File: config.mk
export PLATFORM = sky130hd
export DESIGN_NAME = sdram_cmd_monitor
export DESIGN_NICKNAME = d
export VERILOG_FILES = /design/src/rtl/sdram_mon_pkg.sv /design/src/rtl/sdram_mon_bank.sv /design/src/rtl/sdram_mon_pick.sv /design/src/rtl/sdram_cmd_monitor.sv
export SDC_FILE = /design/constraint.sdc
export NUM_CORES = 1
export LEC_CHECK = 0
export BUFFER_PORTS_ARGS = -buffer_cell sky130_fd_sc_hd__buf_2
export CORE_MARGIN = 1.5
export CORE_UTILIZATION = 32
export CTS_CLUSTER_SIZE = 14
export DETAILED_ROUTE_END_ITERATION = 8
export HOLD_SLACK_MARGIN = 0.05
export PLACE_DENSITY = 0.58
export SYNTH_ARGS = -nofsm -noshare
export SYNTH_HDL_FRONTEND = slang
export SYNTH_SLANG_ARGS = --single-unit
File: constraint.sdc
create_clock -name clk -period 5.2 [get_ports clk]
set_input_delay 1.56 -clock clk [delete_from_list [all_inputs] [get_ports clk]]
set_output_delay 1.56 -clock clk [all_outputs]
set_load 0.1 [all_outputs]
File: src/rtl/sdram_mon_pkg.sv
package sdram_mon_pkg;

  typedef enum logic [2:0] {
    CMD_NOP, CMD_ACT, CMD_RD, CMD_WR, CMD_PRE, CMD_REF, CMD_MRS, CMD_BST
  } cmd_e;

  typedef enum logic [2:0] {
    BK_IDLE, BK_OPENING, BK_ROW, BK_READ, BK_WRITE, BK_WREC, BK_CLOSING, BK_REFRESH
  } bank_e;

  localparam logic [3:0] ERR_NONE     = 4'd0;
  localparam logic [3:0] ERR_OPEN     = 4'd1;
  localparam logic [3:0] ERR_CLOSED   = 4'd2;
  localparam logic [3:0] ERR_RCD      = 4'd3;
  localparam logic [3:0] ERR_RAS      = 4'd4;
  localparam logic [3:0] ERR_RRD      = 4'd5;
  localparam logic [3:0] ERR_LOCKED   = 4'd6;
  localparam logic [3:0] ERR_NOT_IDLE = 4'd7;
  localparam logic [3:0] ERR_PDOWN    = 4'd8;
  localparam logic [3:0] ERR_RP       = 4'd9;
  localparam logic [3:0] ERR_RFSH     = 4'd10;

  function automatic cmd_e decode_cmd(input logic cs_n, input logic ras_n,
                                      input logic cas_n, input logic we_n);
    cmd_e c;
    if (cs_n) c = CMD_NOP;
    else begin
      case ({ras_n, cas_n, we_n})
        3'b011:  c = CMD_ACT;
        3'b101:  c = CMD_RD;
        3'b100:  c = CMD_WR;
        3'b010:  c = CMD_PRE;
        3'b001:  c = CMD_REF;
        3'b000:  c = CMD_MRS;
        3'b110:  c = CMD_BST;
        default: c = CMD_NOP;
      endcase
    end
    return c;
  endfunction

  function automatic int max_int(input int a, input int b);
    return (a > b) ? a : b;
  endfunction

endpackage

File: src/rtl/sdram_mon_bank.sv
module sdram_mon_bank
  import sdram_mon_pkg::*;
#(
  parameter int CW    = 4,
  parameter int T_RCD = 3,
  parameter int T_RAS = 6,
  parameter int T_RP  = 3,
  parameter int T_DPL = 2,
  parameter int T_RC  = 8,
  parameter int BURST = 4
) (
  input  logic       clk,
  input  logic       rst,
  input  cmd_e       cmd,
  input  logic       hit,
  input  logic       a10,
  input  logic       commit,
  output logic [3:0] viol,
  output logic       idle,
  output logic       pd_ok
);

  bank_e         st, st_n;
  logic [CW-1:0] cnt, cnt_n, ras, ras_n;
  logic          ap, ap_n;
  logic          locked;

  assign locked = ap && (st == BK_READ || st == BK_WRITE || st == BK_WREC);
  assign idle   = (st == BK_IDLE);
  assign pd_ok  = (st == BK_IDLE) || (st == BK_ROW);

  always_comb begin
    viol = ERR_NONE;
    if (hit) begin
      case (cmd)
        CMD_ACT: begin
          if (locked)                 viol = ERR_LOCKED;
          else if (st == BK_CLOSING)  viol = ERR_RP;
          else if (st == BK_REFRESH)  viol = ERR_RFSH;
          else if (st != BK_IDLE)     viol = ERR_OPEN;
        end
        CMD_RD, CMD_WR: begin
          if (locked) viol = ERR_LOCKED;
          else if (st == BK_IDLE || st == BK_CLOSING || st == BK_REFRESH) viol = ERR_CLOSED;
          else if (st == BK_OPENING) viol = ERR_RCD;
        end
        CMD_PRE: begin
          if (locked)                viol = ERR_LOCKED;
          else if (st == BK_REFRESH) viol = ERR_RFSH;
          else if (st != BK_IDLE && st != BK_CLOSING && ras != '0) viol = ERR_RAS;
        end
        CMD_REF, CMD_MRS: if (st != BK_IDLE) viol = ERR_NOT_IDLE;
        default: ;
      endcase
    end
  end

  always_comb begin
    st_n  = st;
    ap_n  = ap;
    cnt_n = (cnt != '0) ? cnt - CW'(1) : cnt;
    ras_n = (ras != '0) ? ras - CW'(1) : ras;
    if (cnt == CW'(1)) begin
      case (st)
        BK_OPENING: st_n = BK_ROW;
        BK_READ, BK_WREC: begin
          if (ap) begin st_n = BK_CLOSING; cnt_n = CW'(T_RP); end
          else    st_n = BK_ROW;
          ap_n = 1'b0;
        end
        BK_WRITE: begin st_n = BK_WREC; cnt_n = CW'(T_DPL); end
        BK_CLOSING, BK_REFRESH: st_n = BK_IDLE;
        default: ;
      endcase
    end
    if (commit && hit) begin
      case (cmd)
        CMD_ACT: begin
          st_n = BK_OPENING; cnt_n = CW'(T_RCD - 1); ras_n = CW'(T_RAS - 1); ap_n = 1'b0;
        end
        CMD_RD: begin st_n = BK_READ;  cnt_n = CW'(BURST - 1); ap_n = a10; end
        CMD_WR: begin st_n = BK_WRITE; cnt_n = CW'(BURST - 1); ap_n = a10; end
        CMD_PRE: if (st != BK_IDLE && st != BK_CLOSING) begin
          st_n = BK_CLOSING; cnt_n = CW'(T_RP - 1); ap_n = 1'b0;
        end
        CMD_BST: if (!ap) begin
          if (st == BK_READ)       begin st_n = BK_ROW;  cnt_n = '0; end
          else if (st == BK_WRITE) begin st_n = BK_WREC; cnt_n = CW'(T_DPL); end
        end
        CMD_REF: begin st_n = BK_REFRESH; cnt_n = CW'(T_RC - 1); end
        default: ;
      endcase
    end
  end

  always_ff @(posedge clk) begin
    if (rst) begin
      st  <= BK_IDLE;
      cnt <= '0;
      ras <= '0;
      ap  <= 1'b0;
    end else begin
      st  <= st_n;
      cnt <= cnt_n;
      ras <= ras_n;
      ap  <= ap_n;
    end
  end

endmodule

File: src/rtl/sdram_mon_pick.sv
module sdram_mon_pick #(
  parameter int N  = 4,
  parameter int IW = 2
) (
  input  logic [N-1:0][3:0] codes,
  output logic [3:0]        code,
  output logic [IW-1:0]     idx
);

  always_comb begin
    code = 4'd0;
    idx  = '0;
    for (int i = N - 1; i >= 0; i--) begin
      if (codes[i] != 4'd0) begin
        code = codes[i];
        idx  = IW'(i);
      end
    end
  end

endmodule

File: src/rtl/sdram_cmd_monitor.sv
module sdram_cmd_monitor
  import sdram_mon_pkg::*;
#(
  parameter int BA_W  = 2,
  parameter int T_RCD = 3,
  parameter int T_RAS = 6,
  parameter int T_RP  = 3,
  parameter int T_RRD = 2,
  parameter int T_DPL = 2,
  parameter int T_RC  = 8,
  parameter int BURST = 4
) (
  input  logic            clk,
  input  logic            rst,
  input  logic            cke,
  input  logic            cs_n,
  input  logic            ras_n,
  input  logic            cas_n,
  input  logic            we_n,
  input  logic [BA_W-1:0] ba,
  input  logic            a10,
  output logic            err_pulse,
  output logic [3:0]      err_code,
  output logic [BA_W-1:0] err_bank
);

  localparam int N_BANK = 1 << BA_W;
  localparam int MAXT   = max_int(max_int(max_int(T_RCD, T_RAS), max_int(T_RP, T_RRD)),
                                  max_int(max_int(T_DPL, T_RC), BURST + T_DPL));
  localparam int CW     = $clog2(MAXT + 1);

  cmd_e                   cmd_raw, cmd_eff;
  logic                   cke_q, pd_entry, commit;
  logic [CW-1:0]          rrd_cnt;
  logic [N_BANK-1:0]      hit, idle_v, pd_ok_v;
  logic [N_BANK-1:0][3:0] bank_viol, pd_viol;
  logic [3:0]             bcode, pcode, fcode;
  logic [BA_W-1:0]        bidx, pidx, fbank;

  assign cmd_raw  = decode_cmd(cs_n, ras_n, cas_n, we_n);
  assign cmd_eff  = cke_q ? cmd_raw : CMD_NOP;
  assign pd_entry = cke_q && !cke && (cmd_raw != CMD_REF);

  for (genvar i = 0; i < N_BANK; i++) begin : g_bank
    assign hit[i] = ((cmd_eff == CMD_ACT || cmd_eff == CMD_RD || cmd_eff == CMD_WR) &&
                     ba == BA_W'(i)) ||
                    (cmd_eff == CMD_PRE && (a10 || ba == BA_W'(i))) ||
                    cmd_eff == CMD_REF || cmd_eff == CMD_MRS || cmd_eff == CMD_BST;
    assign pd_viol[i] = (pd_entry && !pd_ok_v[i]) ? ERR_PDOWN : ERR_NONE;

    sdram_mon_bank #(
      .CW(CW), .T_RCD(T_RCD), .T_RAS(T_RAS), .T_RP(T_RP),
      .T_DPL(T_DPL), .T_RC(T_RC), .BURST(BURST)
    ) u_bank (
      .clk(clk), .rst(rst), .cmd(cmd_eff), .hit(hit[i]), .a10(a10),
      .commit(commit), .viol(bank_viol[i]), .idle(idle_v[i]), .pd_ok(pd_ok_v[i])
    );
  end

  sdram_mon_pick #(.N(N_BANK), .IW(BA_W)) u_pick_cmd (
    .codes(bank_viol), .code(bcode), .idx(bidx)
  );
  sdram_mon_pick #(.N(N_BANK), .IW(BA_W)) u_pick_pd (
    .codes(pd_viol), .code(pcode), .idx(pidx)
  );

  always_comb begin
    fcode = ERR_NONE;
    fbank = '0;
    if (bcode != ERR_NONE) begin
      fcode = bcode; fbank = bidx;
    end else if (cmd_eff == CMD_ACT && rrd_cnt != '0) begin
      fcode = ERR_RRD; fbank = ba;
    end else if (pcode != ERR_NONE) begin
      fcode = pcode; fbank = pidx;
    end
  end

  assign commit = (fcode == ERR_NONE);

  always_ff @(posedge clk) begin
    if (rst) begin
      cke_q     <= 1'b1;
      rrd_cnt   <= '0;
      err_pulse <= 1'b0;
      err_code  <= ERR_NONE;
      err_bank  <= '0;
    end else begin
      cke_q     <= cke;
      if (commit && cmd_eff == CMD_ACT) rrd_cnt <= CW'(T_RRD - 1);
      else if (rrd_cnt != '0)           rrd_cnt <= rrd_cnt - CW'(1);
      err_pulse <= (fcode != ERR_NONE);
      err_code  <= fcode;
      err_bank  <= fbank;
    end
  end

endmodule

==> results by group, run 1 <==
Critical path
  – Setup slack, reg-to-reg: between 1 and 1.5 ns
  – Setup CP Type: in2reg
  – Worst-path fanout max: 34
  – Crit path DAT: between 4 and 5 ns
  – Worst Path Required: 5.44 ns
  – Startpoint types: input port
  – Worst R2R End: g_bank[2].u_bank.ras[3]$_SDFF_PP0_
  – Setup crit end kind: register
  – R2R cell count: 10
  – Worst flop-to-flop path startpoint: g_bank[0].u_bank.st[0]$_SDFF_PP0_

Timing
  – Fin. max-slew vios: 0
  – Setup violations, final: 0
  – Fin crit period: between 4 and 5 ns
  – Least-Margin Pin Slew: approximately 0.90 ns
  – Final hold violations: 0
  – Relative slew slack: 0.397
  – Layout Skew: 0.00378 ns
  – Fmax: about 210 MHz
  – Final Cycle Share: 0.900
  – RSZ-0062 raised after global routing: false
  – Setup tns final: 0 ns

Layout
  – Fillcell total: around 1700
  – Nets: 733
  – Share of cells above drive strength 1: 0.125
  – Layout area overhead: 10.8%
  – Utilization after layout: 0.363
  – Diodes inserted: 0
  – Cell area after layout: between 5000 and 6000 sq um

Synth
  – Asr flop ratio synth: 0
  – Syn avg cell area: about 7.3 sq um
  – Seq cells post-synth: 60
  – Post-synth net total: roughly 730
  – Yosys cell types: between 80 and 90
  – Netlist Area Pre-Place: 5200 sq um
  – Register area share after synthesis: 0.231
  – Yosys Warn Count: 0
  – Post-synth EDFFs: 0
  – Synth Instances: around 710
  – Main synth FF type: dfxtp_1

Route
  – Via density: ~6
  – Iter 0 DRT Violations: ~740
  – Post-route DRC: 0
  – 1st-pass router iterations: 5
  – Routed len/inst: 18.5 um
  – WL final: 17200 um
  – DR vias: about 5600
  – Routed Antenna Nets: 0

Clock network
  – Clock sinks: 60
  – CTS root buffer: clkbuf_16
  – Cts bufs inserted: 9
  – Clk pin slew, worst setup/hold paths: 0.05 ns
  – # hold bufs at CTS: 0
  – CTS max path bufs: 2
  – Cts repair resizes: 0
  – Post-CTS setup buffers: 0
  – CTS tree: built
  – H-tree depth: 3
  – Worst skew pair latency: 0.35 ns

Floorplan
  – Die Height: between 100 and 150 um
  – DIE AREA: approximately 17000 sq um
  – Ports: 17
  – Row Count: 46
  – Die Width: roughly 130 um
  – Initial cell density of the core: 0.328
  – Core area: between 15000 and 20000 sq um

GRT
  – Largest net degree at the start of global routing: 44
  – Vias in the first global route: 4972
  – Total global routing overflow: 0
  – GRT Overall Usage: 0.206
  – First-pass GRT wire length: around 27000 um
  – Initial antenna violation count: 0

Run status
  – Status: finished, final reports clean

Min path
  – Hold Crit Class: reg2reg
  – Hold Startpoint: rrd_cnt[2]$_SDFFE_PP0N_
  – Hold EP: rrd_cnt[2]$_SDFFE_PP0N_
  – Hold path depth: 2

Place
  – Placed Area: approximately 5500 sq um
  – Routability cong.: 1.01
  – Hpwl dp: roughly 12000 um
  – IO Port Bufs: 16

Power and ir drop
  – Leak pwr: roughly 2.1 nW
  – VDD IR-drop max: approximately 0.18 mV
  – Tot Pwr: roughly 2.4 mW
  – P per Cell Area: between 400 and 500 nW/um^2

Flow run
  – Number of max-cap violations: 0
## through the flow
| stage | hold WS, ns | cells | setup WS, ns |
|---|---|---|---|
| after global placement | 0.497 | 915 | 0.263 |
| final | 0.513 | 929 | 0.522 |
| after detailed placement | 0.506 | 915 | 0.213 |
| after CTS | 0.516 | 929 | 0.574 |
| after floorplan | 0.474 | 709 | 0.735 |
| after global routing | 0.535 | 929 | 0.403 |
## cell type report
class	instances	area [sq um]	area share
Multi-Input combinational cell	569	3650	0.632
Clock buffer	11	243	0.0421
Tap cell	216	270	0.0469
Inverter	32	120	0.0208
Clock inverter	3	15.0	0.00260
Timing Repair Buffer	38	270	0.0469
Sequential cell	60	1200	0.208
## worst max-delay path by stage
stage,depth (start not counted),end,from
2_1_floorplan,10,g_bank[1].u_bank.ras[3]$_SDFF_PP0_,ras_n
3_3_place_gp,12,g_bank[2].u_bank.ras[3]$_SDFF_PP0_,ras_n
3_5_place_dp,12,g_bank[2].u_bank.ras[3]$_SDFF_PP0_,ras_n
4_1_cts,12,g_bank[2].u_bank.ras[3]$_SDFF_PP0_,ras_n
5_1_grt,12,g_bank[2].u_bank.ras[3]$_SDFF_PP0_,ras_n
6_report,12,g_bank[2].u_bank.ras[3]$_SDFF_PP0_,ras_n
## routing by layer
| metal | up-vias | GRT usage | share of wire |
|---|---|---|---|
| li1 | 2667 | - | - |
| met1 | 2577 | 0.278 | 0.44 |
| met2 | 271 | 0.303 | 0.43 |
| met3 | 45 | 0.0590 | 0.10 |
| met4 | 0 | 0.0911 | 0.031 |
| met5 | - | 0 | 0 |
## sequential cells by signal, summed over array words and instances (netlist names)
signal / count
err_bank: 2
err_pulse: 1
rrd_cnt: 4
err_code: 4
g_bank.u_bank.cnt: 16
g_bank.u_bank.ap: 4
cke_q: 1
g_bank.u_bank.ras: 16
g_bank.u_bank.st: 12
## cells by family (layout without fill, tap and decap cells)
family | after synthesis | count (layout) | synth area share
fa+ha+maj | 13 | 13 | 0.0313
mux | 8 | 8 | 0.0166
flops | 60 | 60 | 0.231
compound gates | 218 | 218 | 0.289
xor+xnor | 16 | 16 | 0.0284
simple gates | 314 | 314 | 0.334
buf+inv | 80 | 84 | 0.0697
## synth_stat cells (all sizes together) (4+ instances only)
cell type / instances / share of area
nand3: 23 / 0.022
nand4: 5 / 0.0060
o21ai: 47 / 0.048
mux2: 5 / 0.011
dfxtp: 60 / 0.23
and3: 14 / 0.017
nand2b: 17 / 0.020
nor3b: 8 / 0.013
o22ai: 10 / 0.012
nor3: 41 / 0.039
inv: 32 / 0.023
buf: 18 / 0.025
o311ai: 5 / 0.0084
o21a: 9 / 0.013
a21o: 6 / 0.0087
o32ai: 7 / 0.012
nand3b: 13 / 0.019
o31ai: 12 / 0.017
and2: 7 / 0.0084
a21oi: 40 / 0.038
nand2: 59 / 0.044
xnor2: 12 / 0.020
clkbuf: 30 / 0.022
ha: 13 / 0.031
or3: 17 / 0.021
or2: 4 / 0.0048
a31oi: 22 / 0.028
o211ai: 9 / 0.013
or4: 4 / 0.0087
a221oi: 7 / 0.013
o41ai: 6 / 0.010
nor4: 17 / 0.023
xor2: 4 / 0.0082
a211oi: 4 / 0.0058
nor2b: 10 / 0.012
nor2: 58 / 0.043
## where the power goes
part,leakage [nW],switching (mW),internal [mW]
registers,0.491,0.118,0.579
logic,1.48,0.657,0.455
clock network,0.131,0.216,0.326
total,2.10,0.991,1.36
## cell usage in the layout, fill, tap and decap left out, types with 12 or more instances in the layout
master,synthesis,final
or3_1,16,16
inv_1,32,32
o31ai_1,12,12
buf_2,5,16
xnor2_1,12,12
nand3_1,23,23
and3_1,14,14
o21ai_0,45,45
nand3b_1,12,12
buf_4,5,20
ha_1,13,13
dfxtp_1,60,60
nand2_1,57,57
a31oi_1,21,21
nor2_1,56,56
nand2b_1,17,17
a21oi_1,40,40
nor3_1,41,41
nor4_1,15,15
## worst max-delay path: stages
cell      delay (ns)
buf_2           0.33
buf_4           0.29
nor2_2          0.08
o21a_1          0.24
or2_1           0.30
nand4b_2        0.15
a221oi_1        0.11
a221o_1         0.32
or4b_1          0.58
buf_12          0.21
or4_4           0.55
and3_1          0.18
(Power assumes the default switching activity.)
==> run 2: changes to the inputs <==
Settings changed: PLACE_DENSITY 0.58 to 0.5.
==> run 2 against run 1 <==
Net effect:
- core utilization increased by 0.48 points
- routed wire length rose by 10%
- clock-buffer cell count stayed put
- critical endpoint is now g_bank[1].u_bank.ras[1]$_SDFF_PP0_
- largest cell class unchanged
- highest routed layer unchanged
==> results by group, run 2 (synthesis gave the netlist of run 1 again) <==
Route
  – DR vias: between 5000 and 6000
  – Iter 0 DRT Violations: 691
  – Routed Antenna Nets: 0
  – Post-route DRC: 0
  – 1st-pass router iterations: 6
  – Routed len/inst: 20.2 um
  – WL final: 18900 um
  – Via density: about 6.1

Clock network
  – Clock sinks: 60
  – CTS max path bufs: 2
  – Post-CTS setup buffers: 0
  – # hold bufs at CTS: 0
  – Cts repair resizes: 0
  – Cts bufs inserted: 9
  – H-tree depth: 3
  – Worst skew pair latency: between 0.3 and 0.4 ns
  – CTS root buffer: clkbuf_16
  – Clk pin slew, worst setup/hold paths: 0.06 ns
  – CTS tree: built

Critical path
  – WP buf/inv: 2
  – Worst-path fanout max: 29
  – Setup CP Type: in2reg
  – CP delay by family, top: simple AND/OR/NAND/NOR gates
  – Setup crit end kind: register
  – Crit-path max cell delay: between 0.7 and 0.8 ns
  – Crit path DAT: 5.16 ns
  – Worst-path cell with the longest stage delay: a2111oi_0
  – Cell Chain, Critical Path: buf_2 > nand2b_1 > a2111oi_0 > or2_1 > o41a_2 > a221oi_1 > a221o_1 > or4b_1 > buf_12 > or4_4 > and3_1
  – Startpoint types: input port
  – Worst Path Required: 5.44 ns

Layout
  – Layout area overhead: 12.3%
  – Most frequent cells in the layout: 60 x dfxtp_1, 57 x nand2_1, 56 x nor2_1
  – Multi-input logic area: about 3600 sq um
  – Nets: around 740
  – Diodes inserted: 0
  – Largest regs: g_bank.u_bank.cnt (16), g_bank.u_bank.ras (16), g_bank.u_bank.st (12)
  – Share of cells above drive strength 1: 0.131
  – Commonest non-fill, non-tap cell in the layout: dfxtp_1
  – Post-Layout Cell Count: slightly above 900
  – FF/Latch Area: about 1200 sq um
  – Cell area after layout: roughly 5800 sq um
  – Fillcell total: 1678

Floorplan
  – Die Width: approximately 130 um
  – Ports: 17
  – Core area: 15900 sq um
  – Initial cell density of the core: 0.328
  – Die Height: about 130 um
  – Row Count: 46
  – DIE AREA: around 17000 sq um

Place
  – IO Port Bufs: 16
  – Routability cong.: just over 1
  – Post-place setup slack: -0.00777 ns
  – DP Cell Count: 919
  – Hpwl dp: 13700 um
  – Placed Area: 5530 sq um

GRT
  – GRT Overall Usage: 0.228
  – Initial antenna violation count: 0
  – First-pass GRT wire length: 29600 um
  – Total global routing overflow: 0
  – Largest net degree at the start of global routing: 43
  – Vias in the first global route: 5369

Min path
  – Hold Crit Class: reg2reg

Flow run
  – Number of max-cap violations: 0

Timing
  – Least-Margin Pin Slew: 1.04 ns
  – Fin worst setup slack: approximately 0.28 ns
  – Fin. max-slew vios: 0
  – Final hold violations: 0
  – Setup violations, final: 0
  – Hold WS: 0.516 ns
  – Layout Skew: a little under 0.01 ns
  – Relative slew slack: 0.300
  – Fin crit period: a little under 5 ns
  – RSZ-0062 raised after global routing: false
  – Fmax: approximately 200 MHz
  – Final Cycle Share: 0.947

Power and ir drop
  – VDD IR-drop max: between 0.15 and 0.2 mV
  – Tot Pwr: around 2.5 mW
  – Leak pwr: approximately 2.1 nW
  – P per Cell Area: approximately 430 nW/um^2

Run status
  – Status: finished, final reports clean
run 2: changes by cell type in the layout (fill, tap and decap cells not counted), sizes merged:
cell    previous run  this run
buf               38        42
clkinv             3         2
bufinv             0         2
run 2: layout make-up:
class	instances	share of cell area
tap	216	0.0463
clock buffer	11	0.0416
clock inverter	4	0.0126
timing repair buffer	42	0.0493
sequential	60	0.206
inverter	32	0.0206
multi-input combinational	569	0.624
run 2: path summary, 6_finish.rpt:
check / from / to / slack [ns] / cells after the start
worst max register to register: g_bank[0].u_bank.st[1]$_SDFF_PP0_ / g_bank[1].u_bank.ras[1]$_SDFF_PP0_ / 1.07 / 10
worst min-delay path: g_bank[0].u_bank.ras[2]$_SDFF_PP0_ / g_bank[0].u_bank.ras[2]$_SDFF_PP0_ / 0.52 / 2
worst min register to register: g_bank[0].u_bank.ras[2]$_SDFF_PP0_ / g_bank[0].u_bank.ras[2]$_SDFF_PP0_ / 0.52 / 2
worst max-delay path: cs_n / g_bank[1].u_bank.ras[1]$_SDFF_PP0_ / 0.28 / 11
run 2: where the power goes:
part           switching (mW)  internal (mW)  leakage, nW
logic                   0.696          0.457         1.49
registers               0.121          0.579        0.491
clock network           0.231          0.430        0.156
run 2: per-layer routing:
| layer | global-route usage | routed length, um | vias up |
|---|---|---|---|
| li1 | - | - | 2673 |
| met1 | 0.308 | 8410 | 2700 |
| met2 | 0.346 | 8180 | 313 |
| met3 | 0.0485 | 1500 | 53 |
| met4 | 0.107 | 809 | 0 |
| met5 | 0 | 0 | - |
run 2: through the flow:
stage / TNS (ns) / utilization
final: 0 / 0.368
after detailed placement: -0.00966 / 0.348
after global placement: 0 / 0.348
after CTS: 0 / 0.368
after floorplan: 0 / -
after global routing: 0 / 0.368
run 2: worst register-to-register path: cells and delay by family, from the launching register on:
family	cells	cell delay, ns
compound gates	4	1.33
simple gates	5	1.81
buf+inv	1	0.20
flops	1	0.68
==> run 3: changes to the inputs <==
Settings changed: ABC_AREA set to 1.
==> run 3 against run 2 <==
Net effect:
- non-clock buffer count shrank 12
- critical path depth up 6
- area after synthesis is 1.2% lower
- sequential power fell by 5.7%
- largest power group unchanged
- largest cell class unchanged
- sequential cell count is the same
- critical endpoint is now g_bank[3].u_bank.st[0]$_SDFF_PP0_
- clock power shrank 8.9%
- cell count increased by 19%
- clock-buffer cell count shrank 1
==> results by group, run 3 <==
Run status
  – Status: finished, final reports clean

Timing
  – Relative slew slack: 0.465
  – Setup tns final: 0 ns
  – Fmax: approximately 230 MHz
  – Final Cycle Share: 0.843
  – Fin. max-slew vios: 0
  – Final hold violations: 0
  – Least-Margin Pin Slew: 0.799 ns
  – Fin crit period: ~4.4 ns
  – Layout Skew: roughly 0.012 ns
  – Setup violations, final: 0
  – RSZ-0062 raised after global routing: false

Synth
  – Asr flop ratio synth: 0
  – Synth Instances: around 870
  – Synth top area share: 0.234
  – Register area share after synthesis: 0.234
  – Netlist Area Pre-Place: around 5100 sq um
  – Main synth FF type: dfxtp_1
  – Syn avg cell area: just under 6 sq um
  – Post-synth net total: just under 900
  – Seq cells post-synth: 60
  – Post-synth EDFFs: 0
  – Area contributors post-synth: dfxtp_1 23%, nand2_1 15%, inv_1 9.1%, nor2_1 7.4%, a21oi_1 7.1%
  – Yosys cell types: 37
  – Yosys Warn Count: 0
  – Leading area contributor after synthesis: dfxtp_1
  – Synth cell count leaders: 200 x nand2_1, 124 x inv_1, 102 x nor2_1
  – Most frequent cell after synthesis: nand2_1

Floorplan
  – DIE AREA: between 15000 and 20000 sq um
  – Ports: 17
  – Row Count: between 40 and 50
  – Initial cell density of the core: 0.326
  – Core area: ~16000 sq um
  – Die Width: 130 um
  – Die Height: approximately 130 um

Place
  – Hpwl dp: 12200 um
  – Routability cong.: around 0.87
  – IO Port Bufs: 16

Power and ir drop
  – P per Cell Area: 423 nW/um^2
  – P_sw: about 1.1 mW
  – Leak pwr: approximately 2.7 nW
  – Tot Pwr: about 2.4 mW
  – VDD IR-drop max: ~0.17 mV
  – Net Sw Frac: 0.440
  – Clk network pwr share: 0.247
  – Combinational Power Share: 0.483
  – Seq pwr share: 0.271
  – Cell-internal power: around 1.4 mW

Clock network
  – H-tree depth: 3
  – CTS max path bufs: 2
  – CTS root buffer: clkbuf_16
  – Cts bufs inserted: 9
  – Post-CTS setup buffers: 0
  – CTS tree: built
  – # hold bufs at CTS: 0
  – Cts repair resizes: 0
  – Clk pin slew, worst setup/hold paths: about 0.06 ns
  – Clock sinks: 60
  – Worst skew pair latency: roughly 0.35 ns

GRT
  – Initial antenna violation count: 0
  – Grt met1 use: 0.275
  – GR peak layer: met2
  – Largest net degree at the start of global routing: 49
  – Met2 Use GR: 0.332
  – First-pass GRT wire length: roughly 27000 um
  – GRT Overall Usage: 0.208
  – Vias in the first global route: roughly 5400
  – GR Util met3: 0.0418
  – Total global routing overflow: 0

Layout
  – Most frequent cells in the layout: 200 x nand2_1, 124 x inv_1, 101 x nor2_1
  – FF/Latch Area: around 1200 sq um
  – Diodes inserted: 0
  – Commonest non-fill, non-tap cell in the layout: nand2_1
  – Utilization after layout: 0.366
  – Largest regs: g_bank.u_bank.cnt (16), g_bank.u_bank.ras (16), g_bank.u_bank.st (12)
  – Layout area overhead: 12.2%
  – Share of cells above drive strength 1: 0.0853
  – Fillcell total: about 1800
  – Multi-input logic area: approximately 3300 sq um
  – Nets: slightly above 900

Route
  – WL final: between 15000 and 20000 um
  – DR vias: approximately 5700
  – Post-route DRC: 0
  – Routed Antenna Nets: 0
  – Routed len/inst: 15.0 um
  – Iter 0 DRT Violations: between 500 and 600
  – 1st-pass router iterations: 5
  – Via density: slightly above 5

Critical path
  – Setup crit end kind: register
  – Worst-path fanout max: 19
  – Setup CP Type: in2reg
  – Worst Path Required: 5.41 ns
  – Startpoint types: input port
  – Crit path DAT: approximately 4.6 ns

Min path
  – Hold Crit Class: reg2reg

Flow run
  – Number of max-cap violations: 0
[run 3: metal layers]
metal / up-vias / wire length [um]
met4: 0 / 514
met3: 30 / 768
met5: - / 0
met2: 123 / 7360
li1: 2949 / -
met1: 2617 / 7980
[run 3: power groups by stage]
stage | clock network [mW] | registers, mW | logic (mW)
after CTS | 0.617 | 0.661 | 1.18
after global routing | 0.645 | 0.677 | 1.36
after floorplan | 0 | 0.673 | 0.915
after global placement | 0 | 0.671 | 1.18
final | 0.602 | 0.660 | 1.18
after detailed placement | 0 | 0.669 | 1.17
[run 3: worst paths after layout]
kind                                               from                                end  slack (ns)  depth (start not counted)
worst min-delay path            rrd_cnt[1]$_SDFFE_PP0N_            rrd_cnt[1]$_SDFFE_PP0N_        0.50                          2
worst max-delay path                              cas_n  g_bank[3].u_bank.st[0]$_SDFF_PP0_        0.81                         17
worst min register to register  rrd_cnt[1]$_SDFFE_PP0N_            rrd_cnt[1]$_SDFFE_PP0N_        0.50                          2
worst max register to register         cke_q$_SDFF_PP1_  g_bank[3].u_bank.st[0]$_SDFF_PP0_        1.67                         15
[run 3: per-stage QoR]
stage | cells | area [sq um] | hold WS (ns) | setup WS, ns
detailed placement | 1092 | 5490 | 0.492 | 0.489
global route | 1107 | 5770 | 0.530 | 0.444
finish | 1107 | 5770 | 0.500 | 0.814
floorplan | 871 | 5140 | 0.469 | 1.60
CTS | 1107 | 5770 | 0.503 | 0.846
global placement | 1092 | 5490 | 0.499 | 0.545
[run 3: cell families after synthesis]
kind of cell / Yosys count / share of synthesized area
adders and majority gates: 13 / 0.0316
AOI/OAI and AO/OA: 176 / 0.192
xor gates and xnor gates: 14 / 0.0238
DFF: 60 / 0.234
buffers and inverters: 160 / 0.123
and+or+nand+nor: 448 / 0.396
[run 3: layout make-up]
class	count	share of cell area
Clock buffer	10	0.0397
Clock inverter	5	0.00933
Multi-Input combinational cell	651	0.576
Tap cell	216	0.0469
Inverter	135	0.0879
Sequential cell	60	0.208
Timing Repair Buffer	30	0.0321
[run 3: worst max-delay path: stages]
cell and delay [ns]:
buf_2 0.12, nand2_1 0.12, nand2_1 0.09, nor2_2 0.21
nand3_4 0.28, nand3_4 0.21, o21ai_1 0.10, nand2_2 0.26
o21ai_1 0.14, nand2_1 0.16, o21ai_0 0.11, a21oi_1 0.23
nand2_2 0.13, nor2_8 0.30, nand3_1 0.34, nand2_1 0.15
a21oi_1 0.07
